==> config.mk <==
export PLATFORM = sky130hd
export DESIGN_NAME = sys_tick64
export DESIGN_NICKNAME = d
export VERILOG_FILES = /design/src/rtl/tick64_pkg.sv /design/src/rtl/tick64_prescaler.sv /design/src/rtl/tick64_counter.sv /design/src/rtl/sys_tick64.sv
export SDC_FILE = /design/constraint.sdc
export NUM_CORES = 1
export LEC_CHECK = 0
export BUFFER_PORTS_ARGS = -buffer_cell sky130_fd_sc_hd__buf_2
export CAP_MARGIN = 20
export CORE_MARGIN = 5
export CORE_UTILIZATION = 44
export DETAILED_ROUTE_END_ITERATION = 10
export PLACE_DENSITY = 0.64
export SYNTH_ARGS = -nofsm -noshare
export SYNTH_HDL_FRONTEND = slang
export SYNTH_SLANG_ARGS = --single-unit
==> constraint.sdc <==
create_clock -name clk -period 3.4 [get_ports clk]
set_input_delay 0.17 -clock clk [delete_from_list [all_inputs] [get_ports clk]]
set_output_delay 0.17 -clock clk [all_outputs]
set_load 0.1 [all_outputs]
==> src/rtl/tick64_pkg.sv <==
// Package shared by the 64-bit tick timer: register offsets, control
// bit positions and the prescale limit decode.
package tick64_pkg;

    localparam int ADDR_W = 4;
    localparam int PRE_W  = 10;

    localparam logic [ADDR_W-1:0] OFS_CMP      = 4'd0;
    localparam logic [ADDR_W-1:0] OFS_CNT_LO   = 4'd1;
    localparam logic [ADDR_W-1:0] OFS_CNT_HI   = 4'd2;
    localparam logic [ADDR_W-1:0] OFS_CTRL     = 4'd3;
    localparam logic [ADDR_W-1:0] OFS_SHADOW   = 4'd4;
    localparam logic [ADDR_W-1:0] OFS_EN_SET   = 4'd5;
    localparam logic [ADDR_W-1:0] OFS_EN_CLR   = 4'd6;
    localparam logic [ADDR_W-1:0] OFS_FLAG     = 4'd7;
    localparam logic [ADDR_W-1:0] OFS_FLAG_CLR = 4'd8;

    // Bit that neighbouring shared registers decode for this timer.
    localparam int UNIT_BIT = 15;
    localparam int KEEP_BIT = 15;
    localparam int HALT_BIT = 9;

    typedef logic [PRE_W-1:0] pre_t;

    typedef struct packed {
        logic       keep_run;
        logic       halt;
        logic [2:0] div_sel;
        logic [2:0] src_en;
    } ctrl_t;

    // Terminal prescaler value for a divide code.
    function automatic pre_t div_limit(input logic [2:0] sel);
        case (sel)
            3'd0:    div_limit = pre_t'(0);
            3'd1:    div_limit = pre_t'(3);
            3'd2:    div_limit = pre_t'(15);
            3'd3:    div_limit = pre_t'(63);
            3'd4:    div_limit = pre_t'(255);
            default: div_limit = pre_t'(1023);
        endcase
    endfunction

endpackage

==> src/rtl/tick64_prescaler.sv <==
// Prescaler: counts selected source strobes and emits a one-cycle count
// tick every 1..1024 strobes. It holds its state while run is low.
// Assumes src_hit is a single-cycle strobe that is already synchronous.
module tick64_prescaler
    import tick64_pkg::*;
(
    input  logic       clk,
    input  logic       rst_n,
    input  logic       run,
    input  logic       src_hit,
    input  logic [2:0] div_sel,
    output logic       tick
);

    pre_t pre_q;
    pre_t lim;

    // Terminal value of the selected divide ratio.
    always_comb lim = div_limit(div_sel);

    // Emit a count on the strobe that reaches the terminal value.
    always_comb tick = run && src_hit && (pre_q >= lim);

    // Advance the strobe count, wrapping at the terminal value.
    always_ff @(posedge clk) begin
        if (!rst_n)
            pre_q <= '0;
        else if (run && src_hit)
            pre_q <= (pre_q >= lim) ? '0 : pre_q + 1'b1;
    end

endmodule

==> src/rtl/tick64_counter.sv <==
// Two-half counter with compare. Both halves update in one register stage,
// so a carry never shows as a torn value. Software writes to either half
// win over a tick in the same cycle.
module tick64_counter #(
    parameter int DATA_W = 32
) (
    input  logic                clk,
    input  logic                rst_n,
    input  logic                tick,
    input  logic                keep_run,
    input  logic [DATA_W-1:0]   cmp,
    input  logic                wr_lo,
    input  logic                wr_hi,
    input  logic [DATA_W-1:0]   wdata,
    output logic [2*DATA_W-1:0] cnt,
    output logic                match
);

    localparam int CNT_W = 2 * DATA_W;

    logic [CNT_W-1:0] cnt_q;
    logic             sw_load;

    // A software load suppresses a count in the same cycle.
    always_comb sw_load = wr_lo || wr_hi;

    // Match is a count taken while the low half equals the compare value.
    always_comb match = tick && !sw_load && (cnt_q[DATA_W-1:0] == cmp);

    // Load, clear on match or increment the full count.
    always_ff @(posedge clk) begin
        if (!rst_n) begin
            cnt_q <= '0;
        end else if (sw_load) begin
            if (wr_lo) cnt_q[DATA_W-1:0]     <= wdata;
            if (wr_hi) cnt_q[CNT_W-1:DATA_W] <= wdata;
        end else if (tick) begin
            if (match && !keep_run)
                cnt_q <= '0;
            else
                cnt_q <= cnt_q + 1'b1;
        end
    end

    assign cnt = cnt_q;

endmodule

==> src/rtl/sys_tick64.sv <==
// Top of the 64-bit system tick timer: register decode, enable and flag
// state, the high-half shadow and the registered read path. Assumes a
// single-cycle bus with reads answered on the following cycle.
module sys_tick64
    import tick64_pkg::*;
#(
    parameter int DATA_W = 32
) (
    input  logic              clk,
    input  logic              rst_n,
    input  logic              bus_wr,
    input  logic              bus_rd,
    input  logic [ADDR_W-1:0] bus_addr,
    input  logic [DATA_W-1:0] bus_wdata,
    output logic [DATA_W-1:0] bus_rdata,
    input  logic [2:0]        src_tick,
    output logic              irq
);

    localparam int CNT_W = 2 * DATA_W;

    ctrl_t             ctrl_q;
    logic [DATA_W-1:0] cmp_q;
    logic [DATA_W-1:0] shadow_q;
    logic [DATA_W-1:0] rdata_q;
    logic [DATA_W-1:0] rd_mux;
    logic [CNT_W-1:0]  cnt;
    logic              en_q;
    logic              flag_q;
    logic              tick;
    logic              match;
    logic              src_hit;
    logic              run;
    logic              wr_lo;
    logic              wr_hi;
    logic              cnt_wr;
    logic              rd_lo;

    // Write strobes for the count halves and the low-half read strobe.
    always_comb begin
        wr_lo  = bus_wr && (bus_addr == OFS_CNT_LO);
        wr_hi  = bus_wr && (bus_addr == OFS_CNT_HI);
        cnt_wr = wr_lo || wr_hi;
        rd_lo  = bus_rd && (bus_addr == OFS_CNT_LO);
    end

    // Any selected source strobe counts; the prescaler runs when enabled and not halted.
    always_comb begin
        src_hit = |(ctrl_q.src_en & src_tick);
        run     = en_q && !ctrl_q.halt;
    end

    tick64_prescaler u_pre (
        .clk     (clk),
        .rst_n   (rst_n),
        .run     (run),
        .src_hit (src_hit),
        .div_sel (ctrl_q.div_sel),
        .tick    (tick)
    );

    tick64_counter #(.DATA_W(DATA_W)) u_cnt (
        .clk      (clk),
        .rst_n    (rst_n),
        .tick     (tick),
        .keep_run (ctrl_q.keep_run),
        .cmp      (cmp_q),
        .wr_lo    (wr_lo),
        .wr_hi    (wr_hi),
        .wdata    (bus_wdata),
        .cnt      (cnt),
        .match    (match)
    );

    // Compare value register.
    always_ff @(posedge clk) begin
        if (!rst_n)
            cmp_q <= '0;
        else if (bus_wr && (bus_addr == OFS_CMP))
            cmp_q <= bus_wdata;
    end

    // Control register, keeping only its defined fields.
    always_ff @(posedge clk) begin
        if (!rst_n) begin
            ctrl_q <= '0;
        end else if (bus_wr && (bus_addr == OFS_CTRL)) begin
            ctrl_q.src_en   <= bus_wdata[2:0];
            ctrl_q.div_sel  <= bus_wdata[5:3];
            ctrl_q.halt     <= bus_wdata[HALT_BIT];
            ctrl_q.keep_run <= bus_wdata[KEEP_BIT];
        end
    end

    // Enable state through the shared set and clear offsets.
    always_ff @(posedge clk) begin
        if (!rst_n)
            en_q <= 1'b0;
        else if (bus_wr && (bus_addr == OFS_EN_SET) && bus_wdata[UNIT_BIT])
            en_q <= 1'b1;
        else if (bus_wr && (bus_addr == OFS_EN_CLR) && bus_wdata[UNIT_BIT])
            en_q <= 1'b0;
    end

    // Match flag: a match wins over a clear in the same cycle.
    always_ff @(posedge clk) begin
        if (!rst_n)
            flag_q <= 1'b0;
        else if (match)
            flag_q <= 1'b1;
        else if (bus_wr && (bus_addr == OFS_FLAG_CLR) && bus_wdata[UNIT_BIT])
            flag_q <= 1'b0;
    end

    // Shadow takes the high half on every low-half read.
    always_ff @(posedge clk) begin
        if (!rst_n)
            shadow_q <= '0;
        else if (rd_lo)
            shadow_q <= cnt[CNT_W-1:DATA_W];
    end

    // Read data selection.
    always_comb begin
        rd_mux = '0;
        case (bus_addr)
            OFS_CMP:    rd_mux = cmp_q;
            OFS_CNT_LO: rd_mux = cnt[DATA_W-1:0];
            OFS_CNT_HI: rd_mux = cnt[CNT_W-1:DATA_W];
            OFS_CTRL: begin
                rd_mux[2:0]      = ctrl_q.src_en;
                rd_mux[5:3]      = ctrl_q.div_sel;
                rd_mux[HALT_BIT] = ctrl_q.halt;
                rd_mux[KEEP_BIT] = ctrl_q.keep_run;
            end
            OFS_SHADOW: rd_mux = shadow_q;
            OFS_EN_SET: rd_mux[UNIT_BIT] = en_q;
            OFS_FLAG:   rd_mux[UNIT_BIT] = flag_q;
            default:    rd_mux = '0;
        endcase
    end

    // Registered read return.
    always_ff @(posedge clk) begin
        if (!rst_n)
            rdata_q <= '0;
        else if (bus_rd)
            rdata_q <= rd_mux;
    end

    assign bus_rdata = rdata_q;
    assign irq       = flag_q;

endmodule

==> flow_summary_export.csv, run 1 <==
group,metric,value,unit
sta,fmax,0.325,GHz
logic_synthesis,ys_ff_latch,180,
clock_tree,clk_pin_slew,0.07,ns
grt,grt_max_degree,53,
clock_tree,cts.repair.resized,0,
layout,layout-drive-gt1-share,12.9,%
logic_synthesis,synth-async-reset-ratio,0,%
clock_tree,ctsHoldBuffers,22,
logic_synthesis,synthCells,1284,
power_and_ir_drop,vdd_drop_max,0.000278,V
layout,antennaDiodeCount,0,
floorplan,dieArea,25100,um^2
grt,grt_pass1_wl,55.9,mm
sta,finalSetupViolCount,0,
grt,antenna_found_initial,0,
sta,rsz0062_at_grt,"no",
clock_tree,cts_buffer_depth,2,
logic_synthesis,ys_seq_area_share,37.2,%
route,drc,0,
route,num_vias,10300,
logic_synthesis,synthFlopType,"dfxtp_1",
sta,maxSlewViolCount,0,
floorplan,initial_core_util,44.5,%
sta,fin_crit,3.08,ns
route,drt_iter0_drc,1307,
layout,final_cells,1616,
worst_setup_path,end_kind,"flop",
worst_hold_path,whs_path_depth,3,
route,antenna_left,0,
power_and_ir_drop,p_leak,3.68,nW
clock_tree,post-cts-setup-buffers,0,
place,place_ws,0.413,ns
flow_run,cap_violations,0,
clock_tree,h-tree-depth,4,
sta,fin_crit_sh,90.6,%
logic_synthesis,synth-edff-count,0,
route,drt-wirelength-per-cell,21.9,um
floorplan,fp-row-count,54,
sta,max-slew-margin-rel,28.4,%
worst_setup_path,r2r_cells,10,
place,place_inst,1563,
logic_synthesis,netlist_area,9680,um^2
sta,worst_slack,0.319,ns
floorplan,core,21800,um^2
power_and_ir_drop,powerDensity,421,nW/um^2
worst_setup_path,crit_fanout,18,
sta,fin_setup_tns,0,ns
logic_synthesis,avgSynthCellArea,7.54,um^2
worst_hold_path,min_path_type,"in2reg",
worst_setup_path,r2r-start,"ctrl_q[5]$_SDFFE_PN0P_",
logic_synthesis,ys_types,71,
layout,post-route-util,51.4,%
worst_setup_path,arrival,3.38,ns
sta,hold_violations,0,
clock_tree,cts-root-buf,"clkbuf_16",
route,drt_wl_total,35.5,mm
worst_setup_path,start_kind,"flop",
clock_tree,clock_sinks,180,
worst_setup_path,critPathLaunch,"ctrl_q[5]$_SDFFE_PN0P_",
layout,nets,1377,
logic_synthesis,yosysWarnings,0,
place,io_buffers,75,
floorplan,die-height,158,um
grt,grt_pass1_vias,9686,
floorplan,io_pins,76,
floorplan,fp.dieW,158,um
worst_setup_path,required,3.70,ns
route,drt_pass1_iterations,6,
worst_setup_path,critPathKind,"reg2reg",
grt,groute.usage.overall,28.4,%
clock_tree,cts_tree,"built",
layout,area_growth,15.5,%
logic_synthesis,syn_nets,1337,
sta,worstMarginPinSlew,1.07,ns
place,dp_hpwl,24.3,mm
worst_hold_path,min_from,"bus_wdata[25]",
route,routed_via_density,6.36,
outcome,outcome,"completed",
sta,finClkSkew,0.00753,ns
place,place.gp.congestion,0.982,
grt,grt-ovfl-total,0,
clock_tree,numCtsBuffers,17,
clock_tree,worst_skew_pair.late_latency,0.44,ns
cells in the final DEF (no fill, tap or decap), types with 9 or more instances in the layout:
cell type	n
nand2_1	237
dfxtp_1	180
a21oi_1	169
buf_2	75
nor2_1	74
nand3_1	69
a22oi_1	69
buf_4	43
xnor2_1	39
nand4_1	36
o21ai_0	29
o22ai_1	22
dlygate4sd3_1	22
and3_1	20
clkbuf_16	17
a31oi_1	16
nor4_1	12
nor3_1	12
and2_1	11
inv_1	10
xor2_1	10
ha_1	10
o31ai_1	9
state kept, by name, indices dropped and copies added, names as in the netlist:
register / count
shadow_q: 32
irq: 1
u_cnt.cnt: 64
ctrl_q: 8
u_pre.pre_q: 10
cmp_q: 32
bus_rdata: 32
en_q: 1
where the power goes:
part           internal, W  leakage, nW  switching [W]  total [W]
Combinational     0.000115         1.93       0.000270   0.000385
Clock              0.00124        0.302       0.000914    0.00215
Sequential         0.00213         1.45      0.0000373    0.00217
routing by layer:
| layer | up-vias | wire [um] | track usage (%) |
|---|---|---|---|
| met3 | 66 | 3150 | 5.16 |
| met1 | 4922 | 15000 | 39.3 |
| met4 | 0 | 1030 | 9.95 |
| li1 | 4775 | - | - |
| met5 | - | 0 | 0 |
| met2 | 521 | 16200 | 44.7 |
cell usage after synthesis, drive strengths merged (4+ instances only):
master   number  area [um^2]
nand2       237          890
dfxtp       180         3600
a21oi       169          846
clkbuf      103          389
nor2         75          282
a22oi        69          518
nand3        69          345
xnor2        39          342
nand4        38          250
o21ai        31          155
o22ai        22          138
and3         21          131
buf          18         91.3
a31oi        17          106
nor3         15         91.3
nor4         14          103
and2         12         75.1
ha           10          125
inv          10         37.5
xor2         10         87.6
o31ai         9         67.6
a221oi        8         70.1
a222oi        8         80.1
and4          8         70.1
a211oi        7         52.6
o2bb2ai       7         61.3
o31a          7         61.3
a22o          5         43.8
o211ai        5         37.5
a21o          4         30.0
a41oi         4         35.0
nor4b         4         47.6
stage by stage:
step	area, um^2	hold WS [ns]	total power [W]
4_1_cts	11200	0.00422	0.00472
5_1_grt	11200	0.0173	0.00484
6_report	11200	0.0166	0.00471
3_3_place_gp	10300	0.437	0.00257
2_1_floorplan	9680	0.306	0.00243
3_5_place_dp	10300	0.445	0.00257
area by class of cell:
class	count	area, um^2
Fill cell	2152	10600
Multi-Input combinational cell	972	5610
Sequential cell	180	3600
Timing Repair Buffer	142	958
Clock buffer	17	425
Tap cell	280	350
Clock inverter	14	200
Inverter	11	43.8
worst max-delay path, cell delays in order, from the launching register on:
cell	delay, ns
dfxtp_1	0.37
or3_1	0.41
ha_1	0.28
nand2b_1	0.14
a211oi_1	0.24
o221ai_1	0.20
o21ai_1	0.16
buf_4	0.29
nor2_1	0.11
o21ai_0	0.53
o221ai_1	0.21
logic make-up (layout without fill, tap and decap cells):
| family | Yosys count | count (layout) | synth area share, % |
|---|---|---|---|
| buf+inv | 132 | 184 | 5.39 |
| mux | 4 | 4 | 0.452 |
| compound gates | 399 | 399 | 26.3 |
| fa+ha+maj | 11 | 11 | 1.40 |
| simple gates | 509 | 509 | 24.8 |
| flops | 180 | 180 | 37.2 |
| xor+xnor | 49 | 49 | 4.43 |
path summary, 6_finish.rpt:
path,slack (ns),end
worst max-delay path,0.32,u_cnt.cnt[26]$_SDFFE_PN0P_
worst min-delay path,0.02,cmp_q[25]$_SDFFE_PN0P_
worst max register to register,0.32,u_cnt.cnt[26]$_SDFFE_PN0P_
worst min register to register,0.46,shadow_q[26]$_SDFFE_PN0P_
(Power assumes the default switching activity.)
==> run 2, diff against run 1 <==
--- a/config.mk
+++ b/config.mk
@@ -5,12 +5,13 @@
 export SDC_FILE = /design/constraint.sdc
 export NUM_CORES = 1
 export LEC_CHECK = 0
+export ABC_AREA = 1
 export BUFFER_PORTS_ARGS = -buffer_cell sky130_fd_sc_hd__buf_2
 export CAP_MARGIN = 20
 export CORE_MARGIN = 5
 export CORE_UTILIZATION = 44
 export DETAILED_ROUTE_END_ITERATION = 10
-export PLACE_DENSITY = 0.64
+export PLACE_DENSITY = 0.63
 export SYNTH_ARGS = -nofsm -noshare
 export SYNTH_HDL_FRONTEND = slang
 export SYNTH_SLANG_ARGS = --single-unit
==> flow_summary_export.csv, run 2 <==
group,metric,value,unit
outcome,outcome,"completed",
worst_setup_path,regToRegSetupSlack,0.68,ns
layout,multi_input_area,6400,um^2
logic_synthesis,netlist.area_leader.share,32.6,%
route,drt_iter0_drc,1326,
worst_setup_path,crit_fanout,32,
worst_setup_path,reg2reg_to,"u_cnt.cnt[30]$_SDFFE_PN0P_",
logic_synthesis,yosysMostFrequentCell,"nand2_1",
logic_synthesis,synthTopCellsByCount,"400 x nand2_1, 203 x a21oi_1, 185 x nor2_1, 180 x dfxtp_1, 147 x nand3_1",
grt,grt_pass1_wl,63.6,mm
sta,fmax,0.368,GHz
route,drt-wirelength-per-cell,20.2,um
clock_tree,post-cts-setup-buffers,0,
logic_synthesis,netlist_area,11100,um^2
worst_setup_path,required,3.77,ns
layout,nets,1772,
power_and_ir_drop,powerDensity,378,nW/um^2
worst_hold_path,whs_path_depth,3,
worst_setup_path,arrival,3.09,ns
layout,post-route-util,48.6,%
route,drt_pass1_iterations,6,
grt,grt_most_used_layer,"met2",
clock_tree,cts_buffer_depth,2,
layout,layout-drive-gt1-share,11.7,%
power_and_ir_drop,sw_frac_of_total,29.6,%
layout,seq_area,3600,um^2
sta,finalSetupViolCount,0,
route,drc,0,
logic_synthesis,synthCells,1710,
grt,met1_usage,41.3,%
floorplan,fp.dieW,169,um
grt,use_met2,43.7,%
logic_synthesis,avgSynthCellArea,6.47,um^2
route,routed_via_density,5.75,
worst_hold_path,hold_path_end,"cmp_q[14]$_SDFFE_PN0P_",
clock_tree,worst_skew_pair.late_latency,0.45,ns
worst_hold_path,min_from,"bus_wdata[14]",
grt,groute.usage.overall,28.6,%
sta,fin_crit_sh,80.0,%
layout,final_cell_mix,"400 x nand2_1, 203 x a21oi_1, 185 x nor2_1, 180 x dfxtp_1, 147 x nand3_1",
worst_setup_path,critPathLaunch,"ctrl_q[3]$_SDFFE_PN0P_",
logic_synthesis,ys_ff_latch,180,
floorplan,initial_core_util,44.3,%
power_and_ir_drop,power_switching,0.00136,W
clock_tree,clk_pin_slew,0.08,ns
worst_setup_path,end_kind,"flop",
sta,worstMarginPinSlew,0.918,ns
route,antenna_left,0,
layout,area_growth,9.67,%
grt,grtUsageMet3,6.07,%
grt,grt-ovfl-total,0,
sta,rsz0062_at_grt,"no",
floorplan,dieArea,28400,um^2
route,drt_wl_total,41.7,mm
power_and_ir_drop,p_seq_share,47.6,%
logic_synthesis,synthTopCellsByArea,"dfxtp_1 33%, nand2_1 14%, a21oi_1 9.2%",
flow_run,cap_violations,0,
logic_synthesis,yosysWarnings,0,
clock_tree,cts_tree,"built",
grt,grt_pass1_vias,10800,
logic_synthesis,synth-async-reset-ratio,0,%
sta,hold_violations,0,
route,num_vias,11900,
grt,grt_max_degree,87,
worst_setup_path,critPathKind,"reg2reg",
logic_synthesis,synthFlopType,"dfxtp_1",
sta,fin_crit,2.72,ns
place,place.gp.congestion,0.995,
clock_tree,cts.repair.resized,0,
worst_setup_path,r2r-start,"ctrl_q[3]$_SDFFE_PN0P_",
sta,maxSlewViolCount,0,
logic_synthesis,synth-edff-count,0,
worst_hold_path,min_path_type,"in2reg",
worst_setup_path,start_kind,"flop",
sta,max-slew-margin-rel,38.8,%
floorplan,io_pins,76,
power_and_ir_drop,p_int,0.00323,W
layout,layout_commonest_cell,"nand2_1",
layout,largest_reg_flops,64,
floorplan,fp-row-count,58,
logic_synthesis,yosysTopAreaCell,"dfxtp_1",
sta,finClkSkew,0.0193,ns
floorplan,core,25000,um^2
worst_setup_path,r2r_cells,12,
power_and_ir_drop,vdd_drop_max,0.000221,V
floorplan,die-height,169,um
power_and_ir_drop,clkPwrFrac,43.9,%
power_and_ir_drop,p_leak,4.76,nW
logic_synthesis,syn_nets,1763,
sta,fin_setup_tns,0,ns
power_and_ir_drop,pwr-share-comb,8.5,%
place,dp_hpwl,30.2,mm
place,io_buffers,75,
clock_tree,h-tree-depth,4,
logic_synthesis,ys_seq_area_share,32.6,%
layout,fill_cells,2666,
logic_synthesis,ys_types,49,
clock_tree,numCtsBuffers,17,
clock_tree,cts-root-buf,"clkbuf_16",
grt,antenna_found_initial,0,
clock_tree,clock_sinks,180,
-- run 2: changes by cell type after synthesis, sizes merged, moves of 69 or more --
| cell | before | now |
|---|---|---|
| nor2 | 75 | 192 |
| inv | 10 | 146 |
| nand2 | 237 | 408 |
| a22oi | 69 | 0 |
| a21oi | 169 | 243 |
| nand3 | 69 | 149 |
-- run 2: worst max path at each step --
stage / endpoint / slack [ns] / depth (start not counted)
after global placement: u_cnt.cnt[60]$_SDFFE_PN0P_ / 0.79 / 12
after global routing: u_cnt.cnt[35]$_SDFFE_PN0P_ / 0.46 / 12
final: u_cnt.cnt[30]$_SDFFE_PN0P_ / 0.68 / 12
after floorplan: u_cnt.cnt[24]$_SDFFE_PN0P_ / 1.39 / 13
after detailed placement: u_cnt.cnt[60]$_SDFFE_PN0P_ / 0.70 / 12
after CTS: u_cnt.cnt[60]$_SDFFE_PN0P_ / 0.70 / 12
-- run 2: cell families after synthesis --
family	synth area share (%)
simple gates	32.0
flops	32.6
buf+inv	9.66
fa+ha+maj	1.13
compound gates	19.6
xor+xnor	5.07
-- run 2: layer usage --
layer	share of wire (%)	routed length [um]
met3	9.4	3940
met4	2.1	889
met5	0	0
met2	44	18200
met1	45	18700
-- run 2: stage by stage --
| step | hold slack [ns] | instance area, um^2 | total power, W | setup WS, ns | std cells |
|---|---|---|---|---|---|
| after floorplan | 0.335 | 11100 | 0.00248 | 1.39 | 1710 |
| after global placement | 0.448 | 11500 | 0.00261 | 0.791 | 2028 |
| after detailed placement | 0.452 | 11500 | 0.00261 | 0.702 | 2028 |
| after CTS | 0.00166 | 12100 | 0.00460 | 0.699 | 2062 |
| after global routing | 0.0116 | 12100 | 0.00473 | 0.462 | 2062 |
| final | 0.00340 | 12100 | 0.00459 | 0.681 | 2063 |
-- run 2: final cells by class --
class / instances / share of cell area [%]
clock inverters: 14 / 1.29
repair buffers: 100 / 4.78
well taps: 330 / 3.40
inverters: 146 / 4.54
diodes: 1 / 0.0206
flip-flops and latches: 180 / 29.7
multi-input cells: 1274 / 52.7
clock buffers: 18 / 3.54
-- run 2: power groups by stage --
stage / logic, W / registers [W] / clock network (W)
after global placement: 0.000380 / 0.00223 / 0
final: 0.000390 / 0.00219 / 0.00201
after floorplan: 0.000228 / 0.00225 / 0
after CTS: 0.000384 / 0.00218 / 0.00203
after detailed placement: 0.000381 / 0.00223 / 0
after global routing: 0.000422 / 0.00219 / 0.00211
-- run 2: critical path, stage by stage (launching register included) --
cell	delay (ns)
dfxtp_1	0.41
o21ai_0	0.17
ha_1	0.33
nand2_1	0.09
nor3b_1	0.21
nand2_1	0.09
nand2_2	0.08
nor2_4	0.05
nor2_8	0.13
nand2_4	0.08
nand2_2	0.58
o21ai_0	0.23
a21oi_2	0.17
-- run 2: repair_timing --
action                     CTS  global route
hold endpoints to repair     2             0
setup endpoints to repair    0             0
hold buffers                 2             0
